`src/rtl/memalign_pkg.sv`:
```
package memalign_pkg;
  localparam int SIZE_W = 3;
  localparam int RING_W = 2;

  typedef enum logic [1:0] {
    FLT_NONE  = 2'b00,
    FLT_PROT  = 2'b01,
    FLT_ALIGN = 2'b10
  } faultCode_t;

  typedef enum logic [1:0] {
    KIND_ALIGNED   = 2'd0,
    KIND_UNALIGNED = 2'd1,
    KIND_ARITH     = 2'd2,
    KIND_ARITH_ALT = 2'd3
  } accKind_t;

  typedef struct packed {
    logic capture;
    logic clear;
  } stepCtl_t;
endpackage

```
`src/rtl/memalign_ctrl.sv`:
```
module memalign_ctrl
  import memalign_pkg::*;
(
  input  logic     clk,
  input  logic     rstN,
  input  logic     reqValid,
  output stepCtl_t stepCtl,
  output logic     rspValid
);
  logic validQ;

  always_comb begin
    stepCtl.capture = reqValid;
    stepCtl.clear   = ~reqValid;
  end

  always_ff @(posedge clk) begin
    if (!rstN) validQ <= 1'b0;
    else       validQ <= reqValid;
  end

  assign rspValid = validQ;
endmodule

```
`src/rtl/memalign_dp.sv`:
```
module memalign_dp
  import memalign_pkg::*;
#(
  parameter int ADDR_W    = 48,
  parameter int MAX_LOG   = 5,
  parameter int LARGE_LOG = 4,
  parameter int USER_RING = 3
) (
  input  logic              clk,
  input  logic              rstN,
  input  stepCtl_t          stepCtl,
  input  logic [ADDR_W-1:0] reqAddr,
  input  logic [SIZE_W-1:0] reqSize,
  input  logic              reqExt,
  input  logic [1:0]        reqKind,
  input  logic [RING_W-1:0] reqRing,
  input  logic              chkFlag,
  input  logic              ctlAlignMask,
  output logic [1:0]        rspFault
);
  localparam logic [SIZE_W-1:0] MAX_CODE   = SIZE_W'(MAX_LOG);
  localparam logic [SIZE_W-1:0] LARGE_CODE = SIZE_W'(LARGE_LOG);
  localparam logic [RING_W-1:0] USER_CODE  = RING_W'(USER_RING);

  logic [SIZE_W-1:0]  effLog;
  logic [MAX_LOG-1:0] lowHit;
  logic               misaligned;
  logic               isLarge;
  logic               protHit;
  logic               alignHit;
  faultCode_t         faultNext;
  faultCode_t         faultQ;
  accKind_t           kind;

  assign kind   = accKind_t'(reqKind);
  assign effLog = (reqSize > MAX_CODE) ? MAX_CODE : reqSize;

  for (genvar b = 0; b < MAX_LOG; b++) begin : g_low
    assign lowHit[b] = reqAddr[b] & (SIZE_W'(b) < effLog);
  end

  assign misaligned = |lowHit;
  assign isLarge    = effLog >= LARGE_CODE;

  always_comb begin
    protHit = 1'b0;
    if (isLarge && misaligned) begin
      unique case (kind)
        KIND_ALIGNED:               protHit = 1'b1;
        KIND_UNALIGNED:             protHit = 1'b0;
        KIND_ARITH, KIND_ARITH_ALT: protHit = ~reqExt;
        default:                    protHit = 1'b0;
      endcase
    end
  end

  assign alignHit = ~isLarge & misaligned & chkFlag & ctlAlignMask &
                    (reqRing == USER_CODE);

  always_comb begin
    if (protHit)       faultNext = FLT_PROT;
    else if (alignHit) faultNext = FLT_ALIGN;
    else               faultNext = FLT_NONE;
  end

  always_ff @(posedge clk) begin
    if (!rstN)                faultQ <= FLT_NONE;
    else if (stepCtl.capture) faultQ <= faultNext;
    else if (stepCtl.clear)   faultQ <= FLT_NONE;
  end

  assign rspFault = faultQ;
endmodule

```
`src/rtl/memalign_chk_top.sv`:
```
module memalign_chk_top
  import memalign_pkg::*;
#(
  parameter int ADDR_W    = 48,
  parameter int MAX_LOG   = 5,
  parameter int LARGE_LOG = 4,
  parameter int USER_RING = 3
) (
  input  logic              clk,
  input  logic              rstN,
  input  logic              reqValid,
  input  logic [ADDR_W-1:0] reqAddr,
  input  logic [2:0]        reqSize,
  input  logic              reqExt,
  input  logic [1:0]        reqKind,
  input  logic [1:0]        reqRing,
  input  logic              chkFlag,
  input  logic              ctlAlignMask,
  output logic              rspValid,
  output logic [1:0]        rspFault
);
  stepCtl_t stepCtl;

  memalign_ctrl u_ctrl (
    .clk(clk), .rstN(rstN), .reqValid(reqValid),
    .stepCtl(stepCtl), .rspValid(rspValid)
  );

  memalign_dp #(
    .ADDR_W(ADDR_W), .MAX_LOG(MAX_LOG),
    .LARGE_LOG(LARGE_LOG), .USER_RING(USER_RING)
  ) u_dp (
    .clk(clk), .rstN(rstN), .stepCtl(stepCtl),
    .reqAddr(reqAddr), .reqSize(reqSize), .reqExt(reqExt),
    .reqKind(reqKind), .reqRing(reqRing), .chkFlag(chkFlag),
    .ctlAlignMask(ctlAlignMask), .rspFault(rspFault)
  );
endmodule

```
`config.mk`:
```
export PLATFORM = sky130hd
export DESIGN_NAME = memalign_chk_top
export DESIGN_NICKNAME = d
export VERILOG_FILES = /design/src/rtl/memalign_pkg.sv /design/src/rtl/memalign_ctrl.sv /design/src/rtl/memalign_dp.sv /design/src/rtl/memalign_chk_top.sv
export SDC_FILE = /design/constraint.sdc
export NUM_CORES = 1
export LEC_CHECK = 0
export BUFFER_PORTS_ARGS = -buffer_cell sky130_fd_sc_hd__buf_2
export CELL_PAD_IN_SITES_DETAIL_PLACEMENT = 1
export CELL_PAD_IN_SITES_GLOBAL_PLACEMENT = 2
export CORE_MARGIN = 4
export CORE_UTILIZATION = 10
export CTS_CLUSTER_SIZE = 8
export DETAILED_ROUTE_END_ITERATION = 10
export PLACE_DENSITY_LB_ADDON = 0.1
export RECOVER_POWER = 50
export SLEW_MARGIN = 0
export SYNTH_ARGS = -nofsm -noshare
export SYNTH_HDL_FRONTEND = slang
export SYNTH_SLANG_ARGS = --single-unit
```
`constraint.sdc`:
```
create_clock -name clk -period 2.1 [get_ports clk]
set_input_delay 0.42 -clock clk [delete_from_list [all_inputs] [get_ports clk]]
set_output_delay 0.42 -clock clk [all_outputs]
set_load 0.01 [all_outputs]
```
==> results of run 1 <==
-- worst max-delay path: stages --
cell and delay, ns:
buf_2 0.10, or4_1 0.52, a222oi_1 0.31, nor3_1 0.09
-- cell type report --
class | count | area [sq um] | area share (%)
Clock buffer | 4 | 26.28 | 8.974
Multi-Input combinational cell | 13 | 91.34 | 31.20
Sequential cell | 3 | 60.06 | 20.51
Tap cell | 15 | 18.77 | 6.410
Timing Repair Buffer | 20 | 96.34 | 32.91
-- cells in the mapped netlist (all sizes together) --
library cell,number,area [sq um]
a222oi,1,10.01
o211a,1,10.01
nand2,1,3.750
nor3,1,5.000
dfxtp,3,60.06
a21o,2,16.27
or4,1,7.510
and2,1,6.260
nor2,1,3.750
nand4,1,6.260
mux2i,1,10.01
and3,2,12.51
-- per-stage QoR --
stage,cells,util (%),power (W)
after global placement,51,19.78,0.00009176
final,55,21.43,0.0001943
after global routing,55,21.43,0.0002123
after floorplan,16,-,0.00007105
after CTS,55,21.70,0.0002008
after detailed placement,51,19.78,0.00009290
-- state kept, by name (all words and copies together) (netlist names) --
| name | flops |
|---|---|
| u_ctrl.rspValid | 1 |
| u_dp.rspFault | 2 |
-- report_power, final --
group / leakage [nW] / internal (W) / switching (W) / total, W
Sequential: 0.0245 / 0.0000593 / 0.000000435 / 0.0000597
Combinational: 0.121 / 0.0000184 / 0.0000126 / 0.0000310
Clock: 0.0150 / 0.0000714 / 0.0000322 / 0.000104
Total: 0.161 / 0.000149 / 0.0000453 / 0.000194
-- logic make-up after synthesis --
logic type,count (synthesis),share of synthesized area (%)
flip-flops,3,39.67
AO/OA/AOI/OAI,4,23.97
AND/OR/NAND/NOR,8,29.75
multiplexers,1,6.612
-- worst min path at each step --
stage                from                     endpoint  cells after the start
2_1_floorplan  reqSize[2]  u_dp.rspFault[1]$_SDFF_PP0_                      1
3_3_place_gp   reqSize[2]  u_dp.rspFault[1]$_SDFF_PP0_                      2
3_5_place_dp   reqSize[2]  u_dp.rspFault[1]$_SDFF_PP0_                      2
4_1_cts        reqSize[2]  u_dp.rspFault[1]$_SDFF_PP0_                      2
5_1_grt        reqSize[2]  u_dp.rspFault[1]$_SDFF_PP0_                      2
6_report       reqSize[2]  u_dp.rspFault[1]$_SDFF_PP0_                      2
-- metal layers --
layer,vias up,track usage [%],wire length [microns],part of all wire (%)
li1,111,-,-,-
met1,86,7.256,259,43
met2,16,7.317,240,40
met3,2,7.280,95,16
met4,0,3.315,5,0.83
met5,-,0,0,0
==> run_results.csv, run 1 <==
group,metric,value,unit
run_status,status,"finished clean",
clock_network,cts_tree,"done",
sta,period_share,64.00,%
clock_network,cts_root_buf,"clkbuf_4",
synthesis,synth_nets,77,
placed_design,place_area,270.3,sq um
sta,tightestPinTransition,0.3755,ns
floorplanning,initial_core_util,11.08,%
finish,fillers,186,
sta,setup_tns,0,ns
clock_network,cts_hold_buf,0,
sta,maxSlewViolCount,0,
detailed_routing,wl,600,microns
critical_path,path_class,"input pin to register",
placed_design,place_congestion,0.6082,
synthesis,syn_area_per_cell,9.462,sq um
floorplanning,die_x,46.91,microns
critical_path,startpoint_type,"input pin",
critical_path,cp.required,2.20,ns
synthesis,ys_seq_area_share,39.67,%
placed_design,port_buffers,20,
detailed_routing,vias,215,
clock_network,clkTransAtPathRegs,0.04,ns
sta,fin_crit,1.344,ns
critical_path,end_kind,"register",
clock_network,clk_path_buf_depth,2,
clock_network,htree_num_levels,1,
synthesis,syn-cell-area,151.4,sq um
detailed_routing,drc,0,
sta,timing.fmax,0.7441,GHz
critical_path,critPathLaunch,"reqAddr[0]",
sta,finalHoldViolCount,0,
placed_design,pre_cts_slack,0.4944,ns
finish,final_layout_size_suffix_gt1_share,52.50,%
finish,final_cell_mix,"buf_2 (17), clkbuf_1 (4), clkbuf_4 (3), dfxtp_1 (3), and3_1 (2)",
grt,grt_pass1_wl,890,microns
sta,setup_viol,0,
grt,grt_pass1_vias,225,
detailed_routing,drt_iter0_drc,1,
floorplanning,rows,13,
power,ir_drop,0.2007,mV
critical_path,critPathMaxFanout,2,
grt,grt_max_degree,5,
clock_network,cts_setup_buffers,0,
critical_path,endpoint,"u_dp.rspFault[1]$_SDFF_PP0_",
detailed_routing,postRouteAntennaNets,0,
finish,n_antenna_cell,0,
clock_network,clock_sinks,3,
synthesis,syn_inst,16,
critical_path,critPathArrivalTime,1.45,ns
synthesis,ys_types,13,
floorplanning,die_area,0.002201,sq mm
clock_network,cts_made_buffers,3,
power,p_leak,0.1607,nW
synthesis,synth.ff_latch_count,3,
finish,syn_to_final_growth,93.39,%
detailed_routing,wl_per_cell,10.91,microns
finish,nets,102,
finish,final_area,292.8,sq um
sta,grt_setup_unrepaired,"no",
sta,whs,0.4004,ns
grt,grt_overflow,0,
floorplanning,core,0.001366,sq mm
flow_run,max-cap-violations,0,
sta,slew_headroom,74.97,%
grt,antenna_found_initial,0,
floorplanning,chipHeight,46.91,microns
detailed_routing,drtPass1Iterations,4,
floorplanning,ioPinCount,64,
power,power_density,663.5,mW/mm^2
synthesis,yosys_warnings,0,
min_path,hold_path_class,"input pin to register",
clock_network,cts_resized,0,
grt,grtUsageTotal,6.502,%
detailed_routing,viasPerCell,3.909,
finish,final_common_cell,"buf_2",
sta,setup_ws,0.7561,ns
Power figures use the tool's default switching activity.
==> run 2, diff against run 1 <==
- clock period: 2.1 -> 1.4 ns (I/O delays scaled with it)
==> run_results.csv, run 2 (synthesis results as in run 1) <==
group,metric,value,unit
power,p_switching,0.00006349,W
grt,grt_overflow,0,
min_path,hold_end,"u_dp.rspFault[1]$_SDFF_PP0_",
clock_network,cts_made_buffers,3,
power,fin_total_pwr,0.0002882,W
grt,grt_max_degree,5,
finish,final_layout_size_suffix_gt1_share,53.66,%
floorplanning,initial_core_util,11.08,%
critical_path,critPathArrivalTime,1.33,ns
min_path,hold_depth,2,
placed_design,place_congestion,0.6026,
critical_path,worst-path-stages,4,
finish,nets,103,
sta,setup_ws,0.1712,ns
floorplanning,rows,13,
min_path,hold_path_class,"input pin to register",
placed_design,port_buffers,20,
detailed_routing,drc,0,
power,power_density,959.7,mW/mm^2
critical_path,critPathMaxFanout,2,
power,p_seq_share,31.1,%
power,internal_power,0.0002247,W
grt,antenna_found_initial,0,
sta,whs,0.2720,ns
floorplanning,ioPinCount,64,
clock_network,cts_setup_buffers,0,
sta,tightestPinTransition,0.3909,ns
power,p_comb_share,17.0,%
detailed_routing,vias,233,
critical_path,path_cells,"buf_2 -> or4_1 -> a222oi_1 -> nor3_1",
sta,fin_crit,1.229,ns
finish,final_util,21.98,%
critical_path,path_class,"input pin to register",
detailed_routing,viasPerCell,4.161,
finish,final_cell_mix,"buf_2 (17), clkbuf_1 (4), clkbuf_4 (3), dfxtp_1 (3), and3_1 (2)",
run_status,status,"finished clean",
clock_network,clkTransAtPathRegs,0.03,ns
sta,maxSlewViolCount,0,
grt,grt_pass1_vias,262,
floorplanning,die_area,0.002201,sq mm
flow_run,max-cap-violations,0,
detailed_routing,wl_per_cell,11.25,microns
detailed_routing,wl,630,microns
sta,finalHoldViolCount,0,
detailed_routing,postRouteAntennaNets,0,
finish,syn_to_final_growth,98.35,%
clock_network,cts_hold_buf,0,
power,ir_drop,0.1511,mV
placed_design,hpwl,555,microns
clock_network,htree_num_levels,1,
sta,slew_headroom,73.94,%
power,p_leak,0.1657,nW
detailed_routing,drtPass1Iterations,4,
detailed_routing,drt_iter0_drc,6,
critical_path,cp.required,1.50,ns
finish,final_common_cell,"buf_2",
power,clockPowerShare,51.9,%
min_path,hold_start,"reqSize[2]",
clock_network,clock_sinks,3,
grt,grtUsageTotal,7.038,%
clock_network,cts_root_buf,"clkbuf_4",
critical_path,crit_slowest_cell,"or4_1",
critical_path,crit_buf_inv,1,
clock_network,cts_tree,"done",
finish,largest_register_ffs,2,
critical_path,end_kind,"register",
floorplanning,chipHeight,46.91,microns
floorplanning,die_x,46.91,microns
placed_design,pre_cts_slack,-0.06488,ns
sta,period_share,87.77,%
grt,grt_pass1_wl,1069,microns
critical_path,path_delay_family,"simple AND/OR/NAND/NOR gates",
finish,n_antenna_cell,0,
clock_network,clk_path_buf_depth,2,
clock_network,cts_resized,0,
sta,timing.fmax,0.8138,GHz
critical_path,max_stage_delay,0.51,ns
critical_path,startpoint_type,"input pin",
sta,setup_viol,0,
sta,grt_setup_unrepaired,"no",
power,sw_frac_of_total,22.03,%
floorplanning,core,0.001366,sq mm
[run 2: cell count changes in the layout (fill, tap and decap cells not counted), sizes merged]
| cell | previous run | this run |
|---|---|---|
| buf | 17 | 18 |
[run 2: metal layers]
layer | up-vias | routed length, microns | track usage, %
met5 | - | 0 | 0
met4 | 0 | 0 | 4.972
met3 | 0 | 92 | 3.448
met2 | 14 | 299 | 11.38
met1 | 105 | 238 | 7.014
li1 | 114 | - | -
[run 2: worst max-delay path by stage]
stage,from,to,slack (ns)
6_report,reqAddr[0],u_dp.rspFault[1]$_SDFF_PP0_,0.17
5_1_grt,reqAddr[0],u_dp.rspFault[1]$_SDFF_PP0_,0.13
4_1_cts,reqAddr[0],u_dp.rspFault[1]$_SDFF_PP0_,0.18
3_5_place_dp,reqAddr[0],u_dp.rspFault[1]$_SDFF_PP0_,-0.06
3_3_place_gp,reqAddr[0],u_dp.rspFault[1]$_SDFF_PP0_,-0.06
2_1_floorplan,reqAddr[0],u_dp.rspFault[1]$_SDFF_PP0_,0.14
[run 2: layout make-up]
class / instances / area [sq um]
clock buffer: 4 / 26.28
sequential: 3 / 60.06
timing repair buffer: 21 / 103.9
tap: 15 / 18.77
multi-input combinational: 13 / 91.34
fill: 185 / 1066
[run 2: power groups by stage]
stage          Combinational [W]  Clock [W]  Sequential (W)
2_1_floorplan          0.0000140          0       0.0000926
3_3_place_gp           0.0000489          0       0.0000907
3_5_place_dp           0.0000508          0       0.0000908
4_1_cts                0.0000510   0.000158       0.0000895
5_1_grt                0.0000553   0.000162       0.0000899
6_report               0.0000489   0.000150       0.0000896
[run 2: per-stage QoR]
stage | std cells | cell area [sq um] | TNS [ns]
global placement | 52 | 277.8 | -0.1056
floorplan | 16 | 151.4 | 0
CTS | 56 | 304.0 | 0
detailed placement | 52 | 277.8 | -0.1175
global route | 56 | 300.3 | 0
finish | 56 | 300.3 | 0
==> run 3, diff against run 2 <==
- CORE_ASPECT_RATIO: not set -> 0.8
- SYNTH_HIERARCHICAL: not set -> 1
==> run_results.csv, run 3 <==
group,metric,value,unit
run_status,status,"finished clean",
clock_network,clkTransAtPathRegs,0.03,ns
synthesis,ys_types,14,
sta,period_share,71.73,%
clock_network,htree_num_levels,1,
critical_path,cp.required,1.52,ns
critical_path,critPathArrivalTime,1.12,ns
finish,seqCellArea,60.06,sq um
sta,setup_tns,0,ns
clock_network,clk_latency,0.23,ns
detailed_routing,postRouteAntennaNets,0,
detailed_routing,drc,0,
finish,final_cell_mix,"buf_2 (18), clkbuf_4 (3), clkbuf_1 (3), dfxtp_1 (3), nand2_1 (3)",
critical_path,ff2ff_setup_slack,0.90,ns
sta,finalHoldViolCount,0,
synthesis,synth.top_cell.area_share,33.33,%
sta,timing.fmax,0.9958,GHz
sta,fin_crit,1.004,ns
finish,syn_to_final_growth,75.69,%
synthesis,synth-edff-count,0,
finish,n_antenna_cell,0,
power,p_leak,0.1560,nW
synthesis,synth_nets,83,
critical_path,end_kind,"register",
finish,final_common_cell,"buf_2",
detailed_routing,wl_per_cell,9.746,microns
floorplanning,die_area,0.002549,sq mm
grt,grt_pass1_wl,1124,microns
synthesis,ys_seq_area_share,33.33,%
grt,antenna_found_initial,0,
synthesis,synthFlopType,"dfxtp_1",
detailed_routing,vias,237,
clock_network,cts_tree,"done",
synthesis,syn_area_per_cell,8.190,sq um
synthesis,syn-cell-area,180.2,sq um
grt,grt_pass1_vias,289,
synthesis,synth_area_leaders,"dfxtp_1 (33%), o41ai_2 (9.0%), nand4_1 (6.9%)",
synthesis,synthXorXnorAreaFrac,0,%
finish,multi_input_area,97.59,sq um
grt,grtUsageTotal,6.463,%
synthesis,synth.ff_latch_count,3,
min_path,hold_path_class,"input pin to register",
synthesis,async_flop_share,0,%
clock_network,clk_path_buf_depth,2,
sta,tightestPinTransition,0.3450,ns
clock_network,clock_sinks,3,
synthesis,synth_top_family_by_area,"compound AO/OA/AOI/OAI gates",
critical_path,startpoint_type,"input pin",
finish,largest_register_ffs,2,
critical_path,path_class,"input pin to register",
grt,grt_max_degree,6,
sta,setup_viol,0,
clock_network,cts_resized,0,
synthesis,syn_inst,22,
detailed_routing,drt_iter0_drc,1,
clock_network,cts_root_buf,"clkbuf_4",
detailed_routing,viasPerCell,3.537,
sta,maxSlewViolCount,0,
critical_path,critPathMaxFanout,2,
floorplanning,die_x,55.46,microns
finish,nets,107,
synthesis,synthSimpleGateAreaFrac,26.39,%
clock_network,cts_hold_buf,0,
sta,slew_headroom,76.70,%
clock_network,cts_setup_buffers,0,
floorplanning,initial_core_util,10.86,%
synthesis,synth_top_cell_by_area,"dfxtp_1",
sta,grt_setup_unrepaired,"no",
sta,fin_skew,0,ns
synthesis,yosys-top-cells-count,"dfxtp_1 (3), nand2_1 (3)",
floorplanning,rows,13,
clock_network,cts_made_buffers,3,
sta,whs,0.3197,ns
floorplanning,ioPinCount,64,
floorplanning,core,0.001659,sq mm
grt,grt_overflow,0,
finish,fillers,219,
power,power_density,897.0,mW/mm^2
detailed_routing,drtPass1Iterations,3,
synthesis,synthAdderAreaFrac,0,%
floorplanning,chipHeight,45.97,microns
synthesis,muxShareOfSynthArea,5.556,%
power,ir_drop,0.1863,mV
placed_design,port_buffers,20,
finish,final_layout_size_suffix_gt1_share,48.89,%
synthesis,synth_compound_gate_area_share,26.39,%
synthesis,yosys_warnings,6,
placed_design,place_congestion,0.5907,
detailed_routing,wl,653,microns
flow_run,max-cap-violations,0,
## run 3: cell count changes after synthesis, sizes merged, moves of 2 or more
| cell | delta |
|---|---|
| nand2 | +2 |
| a21o | -2 |
| inv | +2 |
| o21ai | +2 |
| a21oi | +2 |
| and3 | -2 |
## run 3: final cells by class
cell class                      count  share of cell area [%]
Inverter                            2                   2.372
Timing Repair Buffer               20                   30.83
Clock buffer                        4                   8.300
Sequential cell                     3                   18.97
Multi-Input combinational cell     16                   30.83
Tap cell                           22                   8.696
## run 3: cell families (layout without fill, tap and decap cells)
kind of cell | count (synthesis) | count (layout)
simple gates | 9 | 9
flops | 3 | 3
compound gates | 6 | 6
mux | 1 | 1
buf+inv | 3 | 26
## run 3: metrics by stage
step                setup WS (ns)  area, sq um  power [W]  std cells  util, %
floorplan                  0.4256        180.2  0.0001093         22        -
global placement           0.2660        300.3  0.0001396         63    18.10
detailed placement         0.2147        300.3  0.0001424         63    18.10
CTS                        0.4353        326.6  0.0002961         67    19.68
global route               0.3644        316.6  0.0003158         67    19.08
finish                     0.3958        316.6  0.0002839         67    19.08
## run 3: report_power, final
group | internal (W) | leakage [nW] | switching, W | total, W
combinational | 0.0000264 | 0.116 | 0.0000213 | 0.0000477
sequential | 0.0000887 | 0.0245 | 0.000000742 | 0.0000895
clock | 0.000106 | 0.0150 | 0.0000403 | 0.000147
total | 0.000222 | 0.156 | 0.0000623 | 0.000284
## run 3: worst paths after layout
check / startpoint / end / cells after the start
worst max-delay path: reqAddr[0] / u_dp/rspFault[0]$_SDFFE_PN0P_ / 4
worst min-delay path: reqValid / u_ctrl/rspValid$_SDFF_PN0_ / 2
worst max register to register: u_dp/rspFault[0]$_SDFFE_PN0P_ / u_dp/rspFault[0]$_SDFFE_PN0P_ / 2
worst min register to register: u_dp/rspFault[1]$_SDFFE_PN0P_ / u_dp/rspFault[1]$_SDFFE_PN0P_ / 2
## run 3: per-layer routing
| metal | up-vias | routed length [microns] | track usage, % |
|---|---|---|---|
| li1 | 126 | - | - |
| met1 | 101 | 254 | 5.592 |
| met2 | 10 | 340 | 9.906 |
| met3 | 0 | 57 | 3.399 |
| met4 | 0 | 0 | 8.738 |
| met5 | - | 0 | 0 |
## run 3: worst max-delay path: stages
cell     delay, ns
buf_2         0.10
o41ai_1       0.41
o221a_2       0.27
o21ai_1       0.06
